## src/rtl/refclk_postdiv_pkg.sv

```systemverilog
package refclk_postdiv_pkg;

    localparam int RATIO_W_DEF   = 12;
    localparam int MIN_RATIO_DEF = 4;
    localparam int STAGES_DEF    = 3;

    typedef enum logic {
        ST_STOPPED = 1'b0,
        ST_RUN     = 1'b1
    } div_state_t;

endpackage

```

## src/rtl/refclk_ratio_counter.sv

```systemverilog
module refclk_ratio_counter
    import refclk_postdiv_pkg::*;
#(
    parameter int RATIO_W   = RATIO_W_DEF,
    parameter int MIN_RATIO = MIN_RATIO_DEF
) (
    input  logic               clk,
    input  logic               rst_n,
    input  logic               run_i,
    input  logic [RATIO_W-1:0] ratio_i,
    output logic               tc_o,
    output logic               stopped_o
);

    localparam logic [RATIO_W-1:0] MIN_R = RATIO_W'(MIN_RATIO);

    div_state_t         state_q, state_d;
    logic [RATIO_W-1:0] cnt_q;
    logic [RATIO_W-1:0] eff_ratio;
    logic [RATIO_W-1:0] load_val;

    // Clamp short ratios so the period never drops below MIN_RATIO cycles
    assign eff_ratio = (ratio_i < MIN_R) ? MIN_R : ratio_i;
    assign load_val  = eff_ratio - 1'b1;

    always_ff @(posedge clk) begin
        if (!rst_n) state_q <= ST_STOPPED;
        else        state_q <= state_d;
    end

    always_comb begin
        state_d = state_q;
        unique case (state_q)
            ST_STOPPED: if (run_i)  state_d = ST_RUN;
            ST_RUN:     if (!run_i) state_d = ST_STOPPED;
            default:    state_d = ST_STOPPED;
        endcase
    end

    // Down counter; the ratio input is sampled only at a reload
    always_ff @(posedge clk) begin
        if (!rst_n) begin
            cnt_q <= '0;
        end else begin
            unique case (state_q)
                ST_STOPPED: cnt_q <= load_val;
                ST_RUN:     cnt_q <= (cnt_q == '0) ? load_val : cnt_q - 1'b1;
                default:    cnt_q <= load_val;
            endcase
        end
    end

    assign tc_o      = (state_q == ST_RUN) && (cnt_q == '0);
    assign stopped_o = (state_q == ST_STOPPED);

endmodule

```

## src/rtl/refclk_postscaler.sv

```systemverilog
module refclk_postscaler #(
    parameter int STAGES = refclk_postdiv_pkg::STAGES_DEF
) (
    input  logic            clk,
    input  logic            rst_n,
    input  logic            clear_i,
    input  logic            tc_i,
    output logic [STAGES:0] taps_o
);

    logic [STAGES-1:0] stage_q;
    logic [STAGES:0]   carry;

    assign carry[0] = tc_i;

    // Each tap fires when every lower halving stage is at its top state
    genvar g;
    generate
        for (g = 0; g < STAGES; g++) begin : g_carry
            assign carry[g+1] = carry[g] & stage_q[g];
        end
    endgenerate

    always_ff @(posedge clk) begin
        if (!rst_n || clear_i) begin
            stage_q <= '0;
        end else begin
            for (int k = 0; k < STAGES; k++) begin
                if (carry[k]) stage_q[k] <= ~stage_q[k];
            end
        end
    end

    assign taps_o = carry;

endmodule

```

## src/rtl/refclk_tap_mux.sv

```systemverilog
module refclk_tap_mux #(
    parameter int STAGES   = refclk_postdiv_pkg::STAGES_DEF,
    parameter int SEL_W    = 2,
    parameter bit REVERSED = 1'b0
) (
    input  logic [STAGES:0]  taps_i,
    input  logic [SEL_W-1:0] sel_i,
    output logic             tap_o
);

    logic [SEL_W-1:0] idx;

    generate
        if (REVERSED) begin : g_rev
            assign idx = SEL_W'(STAGES) - sel_i;
        end else begin : g_fwd
            assign idx = sel_i;
        end
    endgenerate

    assign tap_o = taps_i[idx];

endmodule

```

## src/rtl/refclk_postdiv.sv

```systemverilog
module refclk_postdiv
    import refclk_postdiv_pkg::*;
#(
    parameter int RATIO_W   = RATIO_W_DEF,
    parameter int MIN_RATIO = MIN_RATIO_DEF,
    parameter int STAGES    = STAGES_DEF,
    parameter int SEL_W     = $clog2(STAGES + 1)
) (
    input  logic               clk,
    input  logic               rst_n,
    input  logic [RATIO_W-1:0] ratio_i,
    input  logic [SEL_W-1:0]   main_sel_i,
    input  logic [SEL_W-1:0]   aux_sel_i,
    input  logic               main_en_i,
    input  logic               aux_en_i,
    output logic               main_ref_o,
    output logic               aux_ref_o,
    output logic               div_test_o
);

    logic            run;
    logic            tc;
    logic            stopped;
    logic [STAGES:0] taps;
    logic            main_tap;
    logic            aux_tap;

    assign run = main_en_i | aux_en_i;

    refclk_ratio_counter #(
        .RATIO_W   (RATIO_W),
        .MIN_RATIO (MIN_RATIO)
    ) u_counter (
        .clk       (clk),
        .rst_n     (rst_n),
        .run_i     (run),
        .ratio_i   (ratio_i),
        .tc_o      (tc),
        .stopped_o (stopped)
    );

    refclk_postscaler #(
        .STAGES (STAGES)
    ) u_post (
        .clk     (clk),
        .rst_n   (rst_n),
        .clear_i (stopped),
        .tc_i    (tc),
        .taps_o  (taps)
    );

    refclk_tap_mux #(
        .STAGES   (STAGES),
        .SEL_W    (SEL_W),
        .REVERSED (1'b0)
    ) u_main_mux (
        .taps_i (taps),
        .sel_i  (main_sel_i),
        .tap_o  (main_tap)
    );

    refclk_tap_mux #(
        .STAGES   (STAGES),
        .SEL_W    (SEL_W),
        .REVERSED (1'b1)
    ) u_aux_mux (
        .taps_i (taps),
        .sel_i  (aux_sel_i),
        .tap_o  (aux_tap)
    );

    // Output process: registered single-cycle pulses
    always_ff @(posedge clk) begin
        if (!rst_n) begin
            main_ref_o <= 1'b0;
            aux_ref_o  <= 1'b0;
            div_test_o <= 1'b0;
        end else begin
            main_ref_o <= main_en_i & main_tap;
            aux_ref_o  <= aux_en_i & aux_tap;
            div_test_o <= run & taps[0];
        end
    end

endmodule

```

## config.mk

```make
export PLATFORM = sky130hd
export DESIGN_NAME = refclk_postdiv
export DESIGN_NICKNAME = d
export VERILOG_FILES = /design/src/rtl/refclk_postdiv_pkg.sv /design/src/rtl/refclk_ratio_counter.sv /design/src/rtl/refclk_postscaler.sv /design/src/rtl/refclk_tap_mux.sv /design/src/rtl/refclk_postdiv.sv
export SDC_FILE = /design/constraint.sdc
export NUM_CORES = 1
export LEC_CHECK = 0
export BUFFER_PORTS_ARGS = -buffer_cell sky130_fd_sc_hd__buf_2
export CORE_UTILIZATION = 49
export DETAILED_ROUTE_END_ITERATION = 10
export PLACE_DENSITY_LB_ADDON = 0.2
export SETUP_SLACK_MARGIN = 0.3
export SLEW_MARGIN = 10
export SYNTH_ARGS = -nofsm -noshare
export SYNTH_HDL_FRONTEND = slang
export SYNTH_SLANG_ARGS = --single-unit
```

## constraint.sdc

```tcl
create_clock -name clk -period 2.6 [get_ports clk]
set_input_delay 0.26 -clock clk [delete_from_list [all_inputs] [get_ports clk]]
set_output_delay 0.26 -clock clk [all_outputs]
set_load 0.005 [all_outputs]
```

## Yosys cells after proc, flatten, opt, wreduce, memory -nomap -nowiden

Index checks and enable logic that the tools add are counted.

- Flip-flop bits (word level): 19
- Latch bits: 0
- Bits in writable memories: 0
- Bits in read-only memories: 0
- Input port bits: 20
- Output and inout bits: 3
- Word-level logic and storage cells: 37
- Memories: 0

- Add/sub/neg operators: 3
- Multipliers: 0
- Div/mod/pow operators: 0
- $lt $le $gt $ge: 3
- Equal/unequal tests: 0
- Shift operators: 0
- Multiplexer cells: 8
- Bitwise logic cells: 11
- Reductions and logical operators: 4

Operators by type and width:

| cell | count |
|---|---|
| $mux W12 | 2 |
| $pmux W12 S2 | 1 |
| $sub A12 B1 Y12 const B | 2 |
| $logic_not A12 Y1 | 1 |
| $lt A12 B3 Y1 const B | 1 |
| $and A1 B1 Y1 | 6 |
| $lt A2 B3 Y1 const B | 2 |
| $bmux W1 S2 | 2 |
| $not A1 Y1 | 4 |
| $mux W1 | 3 |
| $sub A2 B2 Y2 const A | 1 |
| $logic_and A1 B1 Y1 | 1 |
| $logic_not A1 Y1 | 1 |
| $logic_or A1 B1 Y1 | 1 |
| $or A1 B1 Y1 | 1 |

## Longest topological paths before layout

- Word-level depth: 8
- Gate-level depth with buffers: 9
- Depth with buffers taken out: 8

## Hierarchy

Synthesis repeated with hierarchy kept, for this count alone.

- Cell total of the unflattened synthesis: 145
- Area total of the unflattened synthesis: 1277.5 sq um

Modules (own cells, without submodules):

| module | instances | cells an instance | area an instance (sq um) |
|---|---|---|---|
| refclk_ratio_counter | 1 | 120 | 985.9 |
| refclk_postscaler | 1 | 16 | 156.4 |
| refclk_postdiv | 1 | 7 | 90.1 |
| refclk_tap_mux | 2 | 1 | 22.5 |

## Worst setup path before layout

OpenSTA, ideal clock, no wires.

- Kind: input-to-reg
- From: input ratio_i[8]
- To: register u_counter.cnt_q[6]
- Library setup time: 86 ps
- Arrival time: 2412 ps
- Setup slack: 102 ps
- Cell stages on the path: 8
- Cells stage by stage: clkbuf_1 > nor4_1 > nand3_1 > o21ai_0 > ha_1 > or3b_2 > o311a_1 > a211oi_1

- Cells in the longest elaborated chain, start to end: 5

RTL lines:

| element | line | RTL |
|---|---|---|
| start, declared | refclk_postdiv.sv:11 | `input logic [RATIO_W-1:0] ratio_i,` |
| $lt A12 B3 Y1 (*) | refclk_ratio_counter.sv:23 | `assign eff_ratio = (ratio_i < MIN_R) ? MIN_R : ratio_i;` |
| $mux W12 (*) | refclk_ratio_counter.sv:23 |  |
| $sub A12 B1 Y12 (*) | refclk_ratio_counter.sv:24 | `assign load_val = eff_ratio - 1'b1;` |
| $mux W12 | refclk_ratio_counter.sv:47 | `ST_RUN: cnt_q <= (cnt_q == '0) ? load_val : cnt_q - 1'b1;` |
| $pmux W12 S2 (*) | refclk_ratio_counter.sv:45 | `unique case (state_q)` |
| end signal, assigned | refclk_ratio_counter.sv:46 | `ST_STOPPED: cnt_q <= load_val;` |
| end signal, assigned | refclk_ratio_counter.sv:47 |  |
| end signal, assigned | refclk_ratio_counter.sv:48 | `default: cnt_q <= load_val;` |
| end, declared | refclk_ratio_counter.sv:18 | `logic [RATIO_W-1:0] cnt_q;` |

Every way passes the cells marked *; elsewhere a longest branch is shown, timed or not.
A chain may end at the register's enable or synchronous reset.

## Worst setup path in the final report

- From: input ratio_i[9]
- To: register u_counter.cnt_q[6]

The elaborated chain is that of the path after synthesis.

==> metrics.cfg <==
[die]
die_width_um = 51.4
die_h_um = 51.4
start_util_pct = 53.1
fp.coreArea_mm2 = 0.00225
die_area_mm2 = 0.00265
rows = 17
pin_count = 23

[routing]
first_iter_violations = 28
ant_nets = 0
drt-pass1-iter-count = 4
routed_wl_mm = 2.83
drc = 0
vias = 1205
vias_per_cell = 6.24
wl_per_cell_um = 14.7

[worst_setup_path]
crit_fanout = 6
crit_type = in -> reg
crit_buf_inv = 1
timing.reg2reg.setup_slack_ps = 440
crit_path_start = ratio_i[9]
reg2regPathDepth = 5
critical-path-max-stage-delay_ps = 510
setup.worst_path.end = u_counter.cnt_q[6]
path_cells = buf_2 > nor4_4 > nand3_1 > o21ai_1 > ha_1 > or3b_2 > o311a_1 > a211oi_1
cp.arrival_ps = 2430
end_kind = flop
cp_slowest_cell = or3b_2
cp_num_cells = 8
start_kind = primary input
rr_startpoint = u_counter.cnt_q[0]
r2r_end = u_counter.cnt_q[9]
required_ps = 2820
crit_family = simple AND/OR/NAND/NOR gates

[global_routing]
met1_usage_pct = 28.8
overflow = 0
top_usage_layer = met2
grtUsageMet2_pct = 40.5
grt_pass1_vias = 1061
antenna_found_initial = 0
gr-usage-all-layers_pct = 23.3
grt_max_degree = 14
grt_pass1_wl_mm = 4.55
met3_usage_pct = 2.68

[job]
drv_cap = 0

[yosys]
synth_top_area_share_pct = 31.8
syn_avg_cell_area_um2 = 8.20
synth_edf_count = 0
synthesis.instances = 146
yosysWarnings = 0
synthesis.area_mm2 = 0.00120
ys_seq_area_share_pct = 31.8
synth_flop_cell = dfxtp_1
synth_common_cells = 19 x dfxtp_1, 14 x nor2_1, 7 x clkbuf_1, 7 x nor3_1, 7 x o31ai_1
synth.most_common_cell = dfxtp_1
syn_nets = 168
synthTopCellsByArea = dfxtp_1 32%, nor2_1 4.4%, o31ai_1 4.4%
synth-seq-cells = 19
synth_top_area_cell = dfxtp_1
postSynth.asyncResetShare_pct = 0
post_synth_num_cell_types = 42

[cts]
hold_buffers = 0
numClockSinks = 19
cts_made_buffers = 3
clock_latency_ps = 300
cts_tree = done
cts.path.max_buffers = 2
cts-root-buf = clkbuf_4
clk_pin_slew_ps = 110
htree_levels = 1
cts_setup_buffers = 0

[timing]
relSlewSlack_pct = 58.2
hold-worst-slack_ps = 170
final.setup.worst_slack_ps = 388
timing.final.crit_share_pct = 85.1
clock.fmax_mhz = 452
tns_ps = 0
min_period_ps = 2210
finalHoldViolations = 0
worst_pin_slew_ps = 626
rsz0062_at_grt = no
finalMaxSlewViolations = 0
skew_ps = 3.38
setup_viol = 0

[pwr]
p_leak_nw = 0.505
seq_power_share_pct = 51.3
switching_share_pct = 32.3
power_density_mw_per_mm2 = 481
p_comb_share_pct = 25.8
p_int_mw = 0.444
p_clk_share_pct = 22.9
ir_drop_mv = 0.247
p_sw_mw = 0.212

[placed_design]
gp_congestion = 0.887
io_buffers = 22
place_worst_setup_slack_ps = 43.6
dp_hpwl_mm = 2.11

[layout]
n_antenna_cell = 0
final_nets = 188
seqCellArea_um2 = 380
fillers = 227
multiInputGateArea_um2 = 776
area_growth_syn_to_layout_pct = 13.7
drive_above_1_share_pct = 20.6

[hold_path]
hp-class = in -> reg
worstHoldPathCells = 2

[outcome]
outcome = complete, no violations

==> metal layers <==
| layer | up-vias | part of all wire (%) |
|---|---|---|
| met5 | - | 0 |
| met4 | 0 | 1.4 |
| met3 | 4 | 3.0 |
| met2 | 33 | 48 |
| met1 | 562 | 48 |
| li1 | 606 | - |
==> metrics by stage <==
| step | power (mW) | std cells | instance area [µm²] | util [%] |
|---|---|---|---|---|
| 2_1_floorplan | 0.463 | 146 | 1210 | - |
| 3_3_place_gp | 0.501 | 189 | 1330 | 58.8 |
| 3_5_place_dp | 0.506 | 189 | 1330 | 58.8 |
| 4_1_cts | 0.656 | 193 | 1350 | 60.0 |
| 5_1_grt | 0.697 | 193 | 1360 | 60.4 |
| 6_report | 0.655 | 193 | 1360 | 60.4 |
==> worst min-delay path by stage <==
stage                       from                 to  slack [ps]
4_1_cts            main_sel_i[1]         main_ref_o         170
3_3_place_gp       main_sel_i[1]         main_ref_o         480
2_1_floorplan      main_sel_i[1]         main_ref_o         370
3_5_place_dp   u_post.stage_q[2]  u_post.stage_q[2]         490
6_report           main_sel_i[1]         main_ref_o         170
5_1_grt            main_sel_i[1]         main_ref_o         190
==> cell usage in the layout, fill, tap and decap left out, drive strengths merged, types with 5 or more instances in the layout <==
| master | Yosys | layout |
|---|---|---|
| nor2 | 14 | 14 |
| dfxtp | 19 | 19 |
| buf | 2 | 24 |
| a21oi | 5 | 5 |
| nor4 | 6 | 6 |
| nor3 | 7 | 7 |
| xnor2 | 5 | 5 |
| nand2 | 6 | 6 |
| o21ai | 6 | 6 |
| nand3 | 6 | 6 |
| o31ai | 8 | 8 |
| or4 | 6 | 6 |
==> power by group through the flow <==
stage | sequential, mW | clock [mW] | combinational (mW)
2_1_floorplan | 0.335 | 0 | 0.128
3_3_place_gp | 0.341 | 0 | 0.161
3_5_place_dp | 0.342 | 0 | 0.164
4_1_cts | 0.335 | 0.155 | 0.166
5_1_grt | 0.340 | 0.170 | 0.187
6_report | 0.336 | 0.150 | 0.169
==> area by class of cell <==
class                   instances  share of cell area, %
flip-flops and latches         19                   27.9
repair buffers                 24                   9.19
multi-input cells             113                   57.0
clock buffers                   4                   1.93
inverters                       5                   1.38
well taps                      28                   2.57
==> kinds of logic after synthesis <==
family / after synthesis / synth area share [%]
mux: 2 / 1.67
flops: 19 / 31.8
simple gates: 61 / 28.0
xor+xnor: 9 / 6.58
fa+ha+maj: 2 / 2.09
compound gates: 39 / 24.8
buf+inv: 14 / 5.12
==> sequential cells by signal (all words and copies together) (netlist names) <==
signal and flops:
main_ref_o 1, u_counter.state_q 1, div_test_o 1, u_counter.cnt_q 12, u_post.stage_q 3, aux_ref_o 1
==> worst reg2reg max path: stages (launching register included) <==
cell and delay [ps]:
dfxtp_1 350, inv_1 70, ha_1 180, or3b_2 550
o31a_1 510, o311a_1 410
==> what timing repair did <==
item	in CTS	in global routing
resized for setup	0	1
setup endpoints to repair	0	2
endpoints found under the hold margin	0	0
Power figures use the tool's default switching activity.
